<file path="config.mk">
export PLATFORM = sky130hd
export DESIGN_NAME = i2c_cond_ctrl
export DESIGN_NICKNAME = d
export VERILOG_FILES = /design/src/rtl/i2c_cond_pkg.sv /design/src/rtl/i2c_line_sense.sv /design/src/rtl/i2c_cond_detect.sv /design/src/rtl/i2c_cond_seq.sv /design/src/rtl/i2c_cond_ctrl.sv
export SDC_FILE = /design/constraint.sdc
export NUM_CORES = 1
export LEC_CHECK = 0
export ABC_AREA = 0
export BUFFER_PORTS_ARGS = -buffer_cell sky130_fd_sc_hd__buf_4
export CORE_MARGIN = 4
export CORE_UTILIZATION = 40
export CTS_CLUSTER_SIZE = 28
export DETAILED_ROUTE_END_ITERATION = 10
export GPL_TIMING_DRIVEN = 1
export HOLD_SLACK_MARGIN = 0.05
export PLACE_DENSITY = 0.64
export SLEW_MARGIN = 20
export SYNTH_ARGS = -nofsm -noshare
export SYNTH_HDL_FRONTEND = slang
export SYNTH_SLANG_ARGS = --single-unit
</file>
<file path="constraint.sdc">
create_clock -name clk_i -period 1.6 [get_ports clk_i]
set_clock_uncertainty 0.2 [all_clocks]
set_input_delay 0.08 -clock clk_i [delete_from_list [all_inputs] [get_ports clk_i]]
set_output_delay 0.08 -clock clk_i [all_outputs]
set_load 0.01 [all_outputs]
</file>
<file path="src/rtl/i2c_cond_pkg.sv">
package i2c_cond_pkg;
  typedef enum logic [2:0] {
    SEQ_IDLE,
    SEQ_RS_SDA,   // release SDA before raising SCL (repeated start)
    SEQ_RS_SCL,   // SCL released, setup before start edge
    SEQ_ST_HOLD,  // SDA low, SCL high: start hold
    SEQ_SP_LOW,   // both low before stop
    SEQ_SP_SCL    // SCL released, setup before stop edge
  } seq_state_e;

  typedef struct packed {
    logic lvl;
    logic rise;
    logic fall;
  } line_sense_t;

  localparam logic [5:0] LOW_FIELD_VAL = 6'h3D;
endpackage

</file>
<file path="src/rtl/i2c_line_sense.sv">
module i2c_line_sense
  import i2c_cond_pkg::*;
#(
  parameter int STAGES = 2
) (
  input  logic        clk_i,
  input  logic        rst_ni,
  input  logic        line_i,
  output line_sense_t sense_o
);
  logic [STAGES-1:0] sync_q;
  logic              prev_q;

  always_ff @(posedge clk_i or negedge rst_ni) begin
    if (!rst_ni) begin
      sync_q <= '1;
      prev_q <= 1'b1;
    end else begin
      sync_q <= {sync_q[STAGES-2:0], line_i};
      prev_q <= sync_q[STAGES-1];
    end
  end

  always_comb begin
    sense_o.lvl  = sync_q[STAGES-1];
    sense_o.rise = sync_q[STAGES-1] & ~prev_q;
    sense_o.fall = ~sync_q[STAGES-1] & prev_q;
  end
endmodule

</file>
<file path="src/rtl/i2c_cond_detect.sv">
module i2c_cond_detect
  import i2c_cond_pkg::*;
(
  input  logic        clk_i,
  input  logic        rst_ni,
  input  line_sense_t scl_i,
  input  line_sense_t sda_i,
  output logic        bus_busy_o
);
  logic scl_steady_hi, start_det, stop_det, busy_q;

  // SCL must have been high in the previous sample too
  assign scl_steady_hi = scl_i.lvl & ~scl_i.rise;
  assign start_det     = sda_i.fall & scl_steady_hi;
  assign stop_det      = sda_i.rise & scl_steady_hi;

  always_ff @(posedge clk_i or negedge rst_ni) begin
    if (!rst_ni)        busy_q <= 1'b0;
    else if (start_det) busy_q <= 1'b1;
    else if (stop_det)  busy_q <= 1'b0;
  end

  assign bus_busy_o = busy_q;
endmodule

</file>
<file path="src/rtl/i2c_cond_seq.sv">
module i2c_cond_seq
  import i2c_cond_pkg::*;
#(
  parameter int HOLD_CNT  = 4,
  parameter int SETUP_CNT = 4
) (
  input  logic clk_i,
  input  logic rst_ni,
  input  logic start_req_i,
  input  logic stop_req_i,
  output logic scl_pull_o,
  output logic sda_pull_o,
  output logic busy_o
);
  localparam int CNT_MAX = (HOLD_CNT > SETUP_CNT) ? HOLD_CNT : SETUP_CNT;
  localparam int CW      = $clog2(CNT_MAX + 1);
  localparam logic [CW-1:0] HOLD_LD  = CW'(HOLD_CNT - 1);
  localparam logic [CW-1:0] SETUP_LD = CW'(SETUP_CNT - 1);

  seq_state_e    state_q;
  logic [CW-1:0] cnt_q;
  logic          scl_q, sda_q;
  logic          cnt_done;

  assign cnt_done = (cnt_q == '0);

  always_ff @(posedge clk_i or negedge rst_ni) begin
    if (!rst_ni) begin
      state_q <= SEQ_IDLE;
      cnt_q   <= '0;
      scl_q   <= 1'b0;
      sda_q   <= 1'b0;
    end else begin
      unique case (state_q)
        SEQ_IDLE: begin
          if (start_req_i) begin
            sda_q   <= 1'b0;
            state_q <= SEQ_RS_SDA;
          end else if (stop_req_i) begin
            sda_q   <= 1'b1;
            scl_q   <= 1'b1;
            state_q <= SEQ_SP_LOW;
          end
        end
        SEQ_RS_SDA: begin
          scl_q   <= 1'b0;
          cnt_q   <= SETUP_LD;
          state_q <= SEQ_RS_SCL;
        end
        SEQ_RS_SCL: begin
          if (cnt_done) begin
            sda_q   <= 1'b1;
            cnt_q   <= HOLD_LD;
            state_q <= SEQ_ST_HOLD;
          end else begin
            cnt_q <= cnt_q - 1'b1;
          end
        end
        SEQ_ST_HOLD: begin
          if (cnt_done) begin
            scl_q   <= 1'b1;
            state_q <= SEQ_IDLE;
          end else begin
            cnt_q <= cnt_q - 1'b1;
          end
        end
        SEQ_SP_LOW: begin
          scl_q   <= 1'b0;
          cnt_q   <= SETUP_LD;
          state_q <= SEQ_SP_SCL;
        end
        SEQ_SP_SCL: begin
          if (cnt_done) begin
            sda_q   <= 1'b0;
            state_q <= SEQ_IDLE;
          end else begin
            cnt_q <= cnt_q - 1'b1;
          end
        end
        default: state_q <= SEQ_IDLE;
      endcase
    end
  end

  assign scl_pull_o = scl_q;
  assign sda_pull_o = sda_q;
  assign busy_o     = (state_q != SEQ_IDLE);
endmodule

</file>
<file path="src/rtl/i2c_cond_ctrl.sv">
module i2c_cond_ctrl
  import i2c_cond_pkg::*;
#(
  parameter int HOLD_CNT    = 4,
  parameter int SETUP_CNT   = 4,
  parameter int SYNC_STAGES = 2
) (
  input  logic       clk_i,
  input  logic       rst_ni,
  input  logic       sync_mode_i,
  input  logic       master_i,
  input  logic       wr_en_i,
  input  logic [7:0] wr_data_i,
  output logic [7:0] rd_data_o,
  input  logic       scl_i,
  input  logic       sda_i,
  output logic       scl_pull_o,
  output logic       sda_pull_o,
  output logic       seq_busy_o
);
  localparam int NLINES = 2;

  logic        line_raw [NLINES];
  line_sense_t sense    [NLINES];
  logic        bus_busy, cmd_ok, start_req, stop_req, seq_busy;

  assign line_raw[0] = scl_i;
  assign line_raw[1] = sda_i;

  for (genvar g = 0; g < NLINES; g++) begin : g_line
    i2c_line_sense #(.STAGES(SYNC_STAGES)) u_sense (
      .clk_i   (clk_i),
      .rst_ni  (rst_ni),
      .line_i  (line_raw[g]),
      .sense_o (sense[g])
    );
  end

  i2c_cond_detect u_detect (
    .clk_i      (clk_i),
    .rst_ni     (rst_ni),
    .scl_i      (sense[0]),
    .sda_i      (sense[1]),
    .bus_busy_o (bus_busy)
  );

  // bit6 = 0 marks a command; bit7 picks start (1) or stop (0)
  assign cmd_ok    = wr_en_i & master_i & ~wr_data_i[6];
  assign start_req = cmd_ok &  wr_data_i[7];
  assign stop_req  = cmd_ok & ~wr_data_i[7];

  i2c_cond_seq #(
    .HOLD_CNT  (HOLD_CNT),
    .SETUP_CNT (SETUP_CNT)
  ) u_seq (
    .clk_i       (clk_i),
    .rst_ni      (rst_ni),
    .start_req_i (start_req),
    .stop_req_i  (stop_req),
    .scl_pull_o  (scl_pull_o),
    .sda_pull_o  (sda_pull_o),
    .busy_o      (seq_busy)
  );

  assign seq_busy_o = seq_busy;
  assign rd_data_o  = {bus_busy & ~sync_mode_i, 1'b1, LOW_FIELD_VAL};
endmodule

</file>
# [Word level (Yosys, flattened, before mapping)]
# Index checks and enable logic that the tools add are counted.
[classes] addsub=1 n_mul=0 div_mod_pow=0 n_lt_le_gt_ge=0 eq_ne=13 shift=0 muxes=17 n_bitwise=18 n_reduce_logical=13
[ops] operator="$mux 3" n=6
[ops] operator="$pmux 3 s5" n=1
[ops] operator="$reduce_bool 3->1" n=4
[ops] operator="$and 1x1->1" n=11
[ops] operator="$pmux 3 s3" n=1
[ops] operator="$ne 2x1->1 const B" n=4
[ops] operator="$reduce_and 4->1" n=2
[ops] operator="$mux 1" n=7
[ops] operator="$not 1->1" n=7
[ops] operator="$eq 3x2->1 const B" n=2
[ops] operator="$eq 3x3->1 const B" n=2
[ops] operator="$logic_not 3->1" n=2
[ops] operator="$ne 2x2->1 const B" n=3
[ops] operator="$pmux 1 s3" n=2
[ops] operator="$reduce_or 2->1" n=2
[ops] operator="$eq 3x1->1 const B" n=1
[ops] operator="$ne 3x3->1 const B" n=1
[ops] operator="$reduce_and 3->1" n=1
[ops] operator="$sub 3x1->3 const B" n=1
[ops] operator="$reduce_and 2->1" n=1
[ops] operator="$reduce_bool 2->1" n=1
[word_totals] register_bits=15 latchBits=0 mem_bits_rw=0 rom_bits=0 inputBits=15 output_inout_bits=11 mem_count=0

# [Logic depth before layout (Yosys ltp)]
[depth] word_depth=7 ltp_mapped=6 mapped_depth_nobuf=6

# [Hierarchy]
# From an unflattened synthesis, not the netlist that was laid out.
[unflattened] hier_cells=98 hier_area_um2=923.4
[by_module_without_submodules] module="i2c_cond_seq" n_inst=1 cells_per_inst=70 area_per_inst_um2=584.3 seq_area_each_um2=200.2
[by_module_without_submodules] module="i2c_line_sense" n_inst=2 cells_per_inst=6 area_per_inst_um2=101.3 seq_area_each_um2=78.8
[by_module_without_submodules] module="i2c_cond_ctrl" n_inst=1 cells_per_inst=12 area_per_inst_um2=90.1 seq_area_each_um2=0.0
[by_module_without_submodules] module="i2c_cond_detect" n_inst=1 cells_per_inst=4 area_per_inst_um2=46.3 seq_area_each_um2=25.0

# [Least setup slack after synthesis]
# No wires, ideal clock.
[synth_timing] path_kind="reg-to-reg" start="register u_seq.cnt_q[0]" end="register u_seq.cnt_q[0]" setup_time_ns=0.067 arrival_ns=1.369 required_time_ns=1.333 setup_slack_ns=-0.036 stages_incl_launch_ff=7 n_path_buf=0 synth_period_minus_slack_ns=1.636 cell_sequence="dfrtp_1 > inv_1 > ha_1 > nor2b_2 > and3_4 > a221oi_2 > o221a_1"
[synth_via] elab_chain_len=3 word_cells_on_any_way=7 cone_classes="add/sub (1); eq/ne (1); mux (3); reduce/logical (2)"
[synth_lines] item="from (decl)" line="i2c_cond_seq.sv:21" text="logic [CW-1:0] cnt_q;"
[synth_lines] item="from (signal assigned)" line="i2c_cond_seq.sv:56" text="cnt_q <= cnt_q - 1'b1;"
[synth_lines] item="from (signal assigned)" line="i2c_cond_seq.sv:64" text="cnt_q <= cnt_q - 1'b1;"
[synth_lines] item="from (signal assigned)" line="i2c_cond_seq.sv:77" text="cnt_q <= cnt_q - 1'b1;"
[synth_lines] item="$sub 3x1->3 / $logic_not 3->1 (equally long branches)"
[synth_lines] item="$mux 3, or another cell as far along" line="i2c_cond_seq.sv:60, i2c_cond_seq.sv:73"
[synth_lines] item="$pmux 3 s3 / $reduce_and 2->1 (equally long branches)"
# Parallel ways exist; a longest one is shown, timed or not. The select of a mux whose other input is x is not followed.
# A chain may end at the register's enable or synchronous reset.

# [Final worst setup path]
[layout_timing] start="register u_seq.cnt_q[0]" end="register u_seq.scl_q, in the netlist u_seq.scl_pull_o"
[layout_via] elab_chain_len=3
[layout_lines] item="$logic_not 3->1" line="i2c_cond_seq.sv:25" text="assign cnt_done = (cnt_q == '0);"
[layout_lines] item="$ne 2x1->1 (no source line)"
[layout_lines] item="$reduce_and 4->1 (no source line)"
[layout_lines] item="to (signal assigned)" line="i2c_cond_seq.sv:31" text="scl_q <= 1'b0;"
[layout_lines] item="to (signal assigned)" line="i2c_cond_seq.sv:41" text="scl_q <= 1'b1;"
[layout_lines] item="to (signal assigned)" line="i2c_cond_seq.sv:46" text="scl_q <= 1'b0;"
[layout_lines] item="to (decl)" line="i2c_cond_seq.sv:22" text="logic scl_q, sda_q;"
# Every way passes these cells.

==> run_results.csv <==
group,metric,value,unit
outcome,status,"finished clean",
global_routing,grt_pass1_vias,636,
synth,netlist.area_leader.share,27.4,%
synth,syn_area,822,um^2
synth,ys_types,32,
critical_path,end_kind,"flop",
placed_design,gp_congestion,0.710,
final_layout,nNetsFinal,140,
final_layout,diodes,0,
synth,synthArstFlopShare,100,%
die,io_pins,26,
die,die_x,53.3,um
synth,ys_warn_count,0,
timing,slew_viol_final,0,
die,dieArea,2840,um^2
timing,rsz0062_at_grt,"yes",
timing,hold_viol_final,0,
global_routing,grt_pass1_wl,2720,um
clock_tree,htreeDepth,1,
drt,dr.pass1.iters,2,
drt,drtIter0Drc,2,
drt,routed_wl,1740,um
synth,ys_ff_latch,15,
critical_path,cp_max_fo,7,
global_routing,antenna_found_initial,0,
final_layout,area_growth_syn_to_layout,52.2,%
critical_path,crit_arrival,1.58,ns
power_and_ir_drop,powerDensity,1520,nW/um^2
job,maxCapViolations,0,
power_and_ir_drop,p_total,1.91,mW
die,start_util,41.9,%
drt,wl_per_cell,11.7,um
global_routing,grt_usage,13.3,%
synth,synth.area.top_cells,"dfrtp_1 (27%), dfstp_2 (19%), buf_4 (6.4%)",
synth,synth_flop_cell,"dfrtp_1",
drt,ant_nets,0,
timing,fin_crit_sh,98.9,%
clock_tree,clkSinkCount,15,
synth,yosysSeqAreaShare,46.6,%
timing,setup_viol,0,
timing,min_period,1.58,ns
clock_tree,numCtsBuffers,3,
drt,vias,708,
placed_design,portBuffers,12,
global_routing,grt_overflow,0,
min_path,min_path_type,"in2async",
final_layout,drive_above_1_share,49.2,%
power_and_ir_drop,vdd_ir_drop_max,0.898,mV
clock_tree,cts_tree,"built",
global_routing,grt_max_degree,11,
die,core-area,1960,um^2
clock_tree,max-clock-path-buffers,2,
synth,yosys.area.top_type,"dfrtp_1",
critical_path,start_kind,"flop",
critical_path,critPathRequiredTime,1.59,ns
synth,synthTopCellsByCount,"dfrtp_1 (9), buf_4 (7), nor2_1 (7)",
die,die-height,53.3,um
clock_tree,cts-root-buf,"clkbuf_4",
die,num_rows,16,
synth,synth_cells,83,
clock_tree,clock_latency,0.28,ns
drt,vias_per_cell,4.75,
drt,drcViolationCount,0,
power_and_ir_drop,power_leakage,0.540,nW
synth,syn_area_per_cell,9.90,um^2
synth,synth_edf_count,0,
timing,hold_slack,0.108,ns
placed_design,hpwl,1080,um
synth,yosysMostFrequentCell,"dfrtp_1",
critical_path,crit_type,"reg2reg",
timing,timing.fmax,632,MHz
clock_tree,clkTransAtPathRegs,0.10,ns
## cells in the final DEF, fill, tap and decap left out, types with 4 or more instances in the layout
cell,instances
conb_1,7
dfstp_2,6
nor2_1,7
dlygate4sd3_1,8
buf_4,29
o21ai_1,5
nand2_1,4
dfrtp_1,6
nor3_1,4
## state kept, by name, indices dropped and copies added (netlist names)
signal	cells
u_seq.sda_pull_o	1
u_detect.bus_busy_o	1
u_seq.cnt_q	3
u_seq.state_q	3
g_line.u_sense.prev_q	2
u_seq.scl_pull_o	1
g_line.u_sense.sync_q	4
## path summary, 6_finish.rpt
| path | startpoint | end | slack [ns] | cells after the start |
|---|---|---|---|---|
| worst min-delay path | rst_ni | g_line[1].u_sense.prev_q$_DFF_PN1_ | 0.11 | 2 |
| worst min register to register | g_line[0].u_sense.sync_q[0]$_DFF_PN1_ | g_line[0].u_sense.sync_q[1]$_DFF_PN1_ | 0.16 | 0 |
| worst max-delay path | u_seq.cnt_q[0]$_DFFE_PN0P_ | u_seq.scl_pull_o$_DFFE_PN0P_ | 0.02 | 6 |
| max in group asynchronous | rst_ni | u_seq.state_q[2]$_DFFE_PN0P_ | 0.21 | 3 |
| min in group clk_i | g_line[0].u_sense.sync_q[0]$_DFF_PN1_ | g_line[0].u_sense.sync_q[1]$_DFF_PN1_ | 0.16 | 0 |
| worst max register to register | u_seq.cnt_q[0]$_DFFE_PN0P_ | u_seq.scl_pull_o$_DFFE_PN0P_ | 0.02 | 6 |
## per-layer routing
metal  GRT usage, %  part of all wire, %  wire length [um]
met5              0                    0                 0
met4           6.38                  1.4                25
met3           2.54                  3.4                59
met2           20.6                   49               857
met1           17.5                   46               796
## critical path, stage by stage (launching register included)
cell,delay (ns)
dfrtp_1,0.40
inv_2,0.08
ha_4,0.14
or2b_4,0.30
nor3b_1,0.20
o21ai_1,0.10
o311ai_2,0.07
## where the power goes
part / leakage (nW) / internal, mW / switching (mW) / total (mW)
sequential: 0.159 / 0.487 / 0.123 / 0.610
clock: 0.0139 / 0.0949 / 0.134 / 0.229
combinational: 0.367 / 0.630 / 0.438 / 1.07
total: 0.540 / 1.21 / 0.694 / 1.91
## cell families (layout without fill, tap and decap cells)
kind of cell | after synthesis | in the layout | share of synthesized area (%)
AND/OR/NAND/NOR | 28 | 28 | 19.5
buffers and inverters | 15 | 49 | 10.5
flip-flops | 15 | 15 | 46.6
other | 2 | 7 | 0.914
adder cells (fa/ha/maj) | 2 | 2 | 3.04
AO/OA/AOI/OAI | 21 | 21 | 19.5
## stage by stage
step,instances,setup WS (ns),TNS [ns],util (%),cell area [um^2]
after floorplan,88,-0.00693,-0.00693,-,848
after global placement,126,-0.00692,-0.00692,49.6,972
after detailed placement,126,-0.0233,-0.0376,49.6,972
after CTS,139,-0.00914,-0.0115,56.4,1110
after global routing,149,-0.0474,-0.144,63.8,1250
final,149,0.0177,0,63.8,1250
## what timing repair did
item / CTS / global route
hold buffers: 8 / 0
endpoints found under the setup margin: 6 / 8
pin swaps: 1 / 5
gates resized for setup: 4 / 14
setup buffers: 1 / 10
hold endpoints to repair: 20 / 0
## layout make-up
cell class / instances / area [um^2]
fill: 167 / 711
multi-input combinational: 58 / 442
sequential: 15 / 387
timing repair buffer: 40 / 340
tap: 27 / 33.8
clock buffer: 3 / 22.5
inverter: 5 / 18.8
clock inverter: 1 / 7.51
No activity file was read; power rests on OpenSTA's default activity.
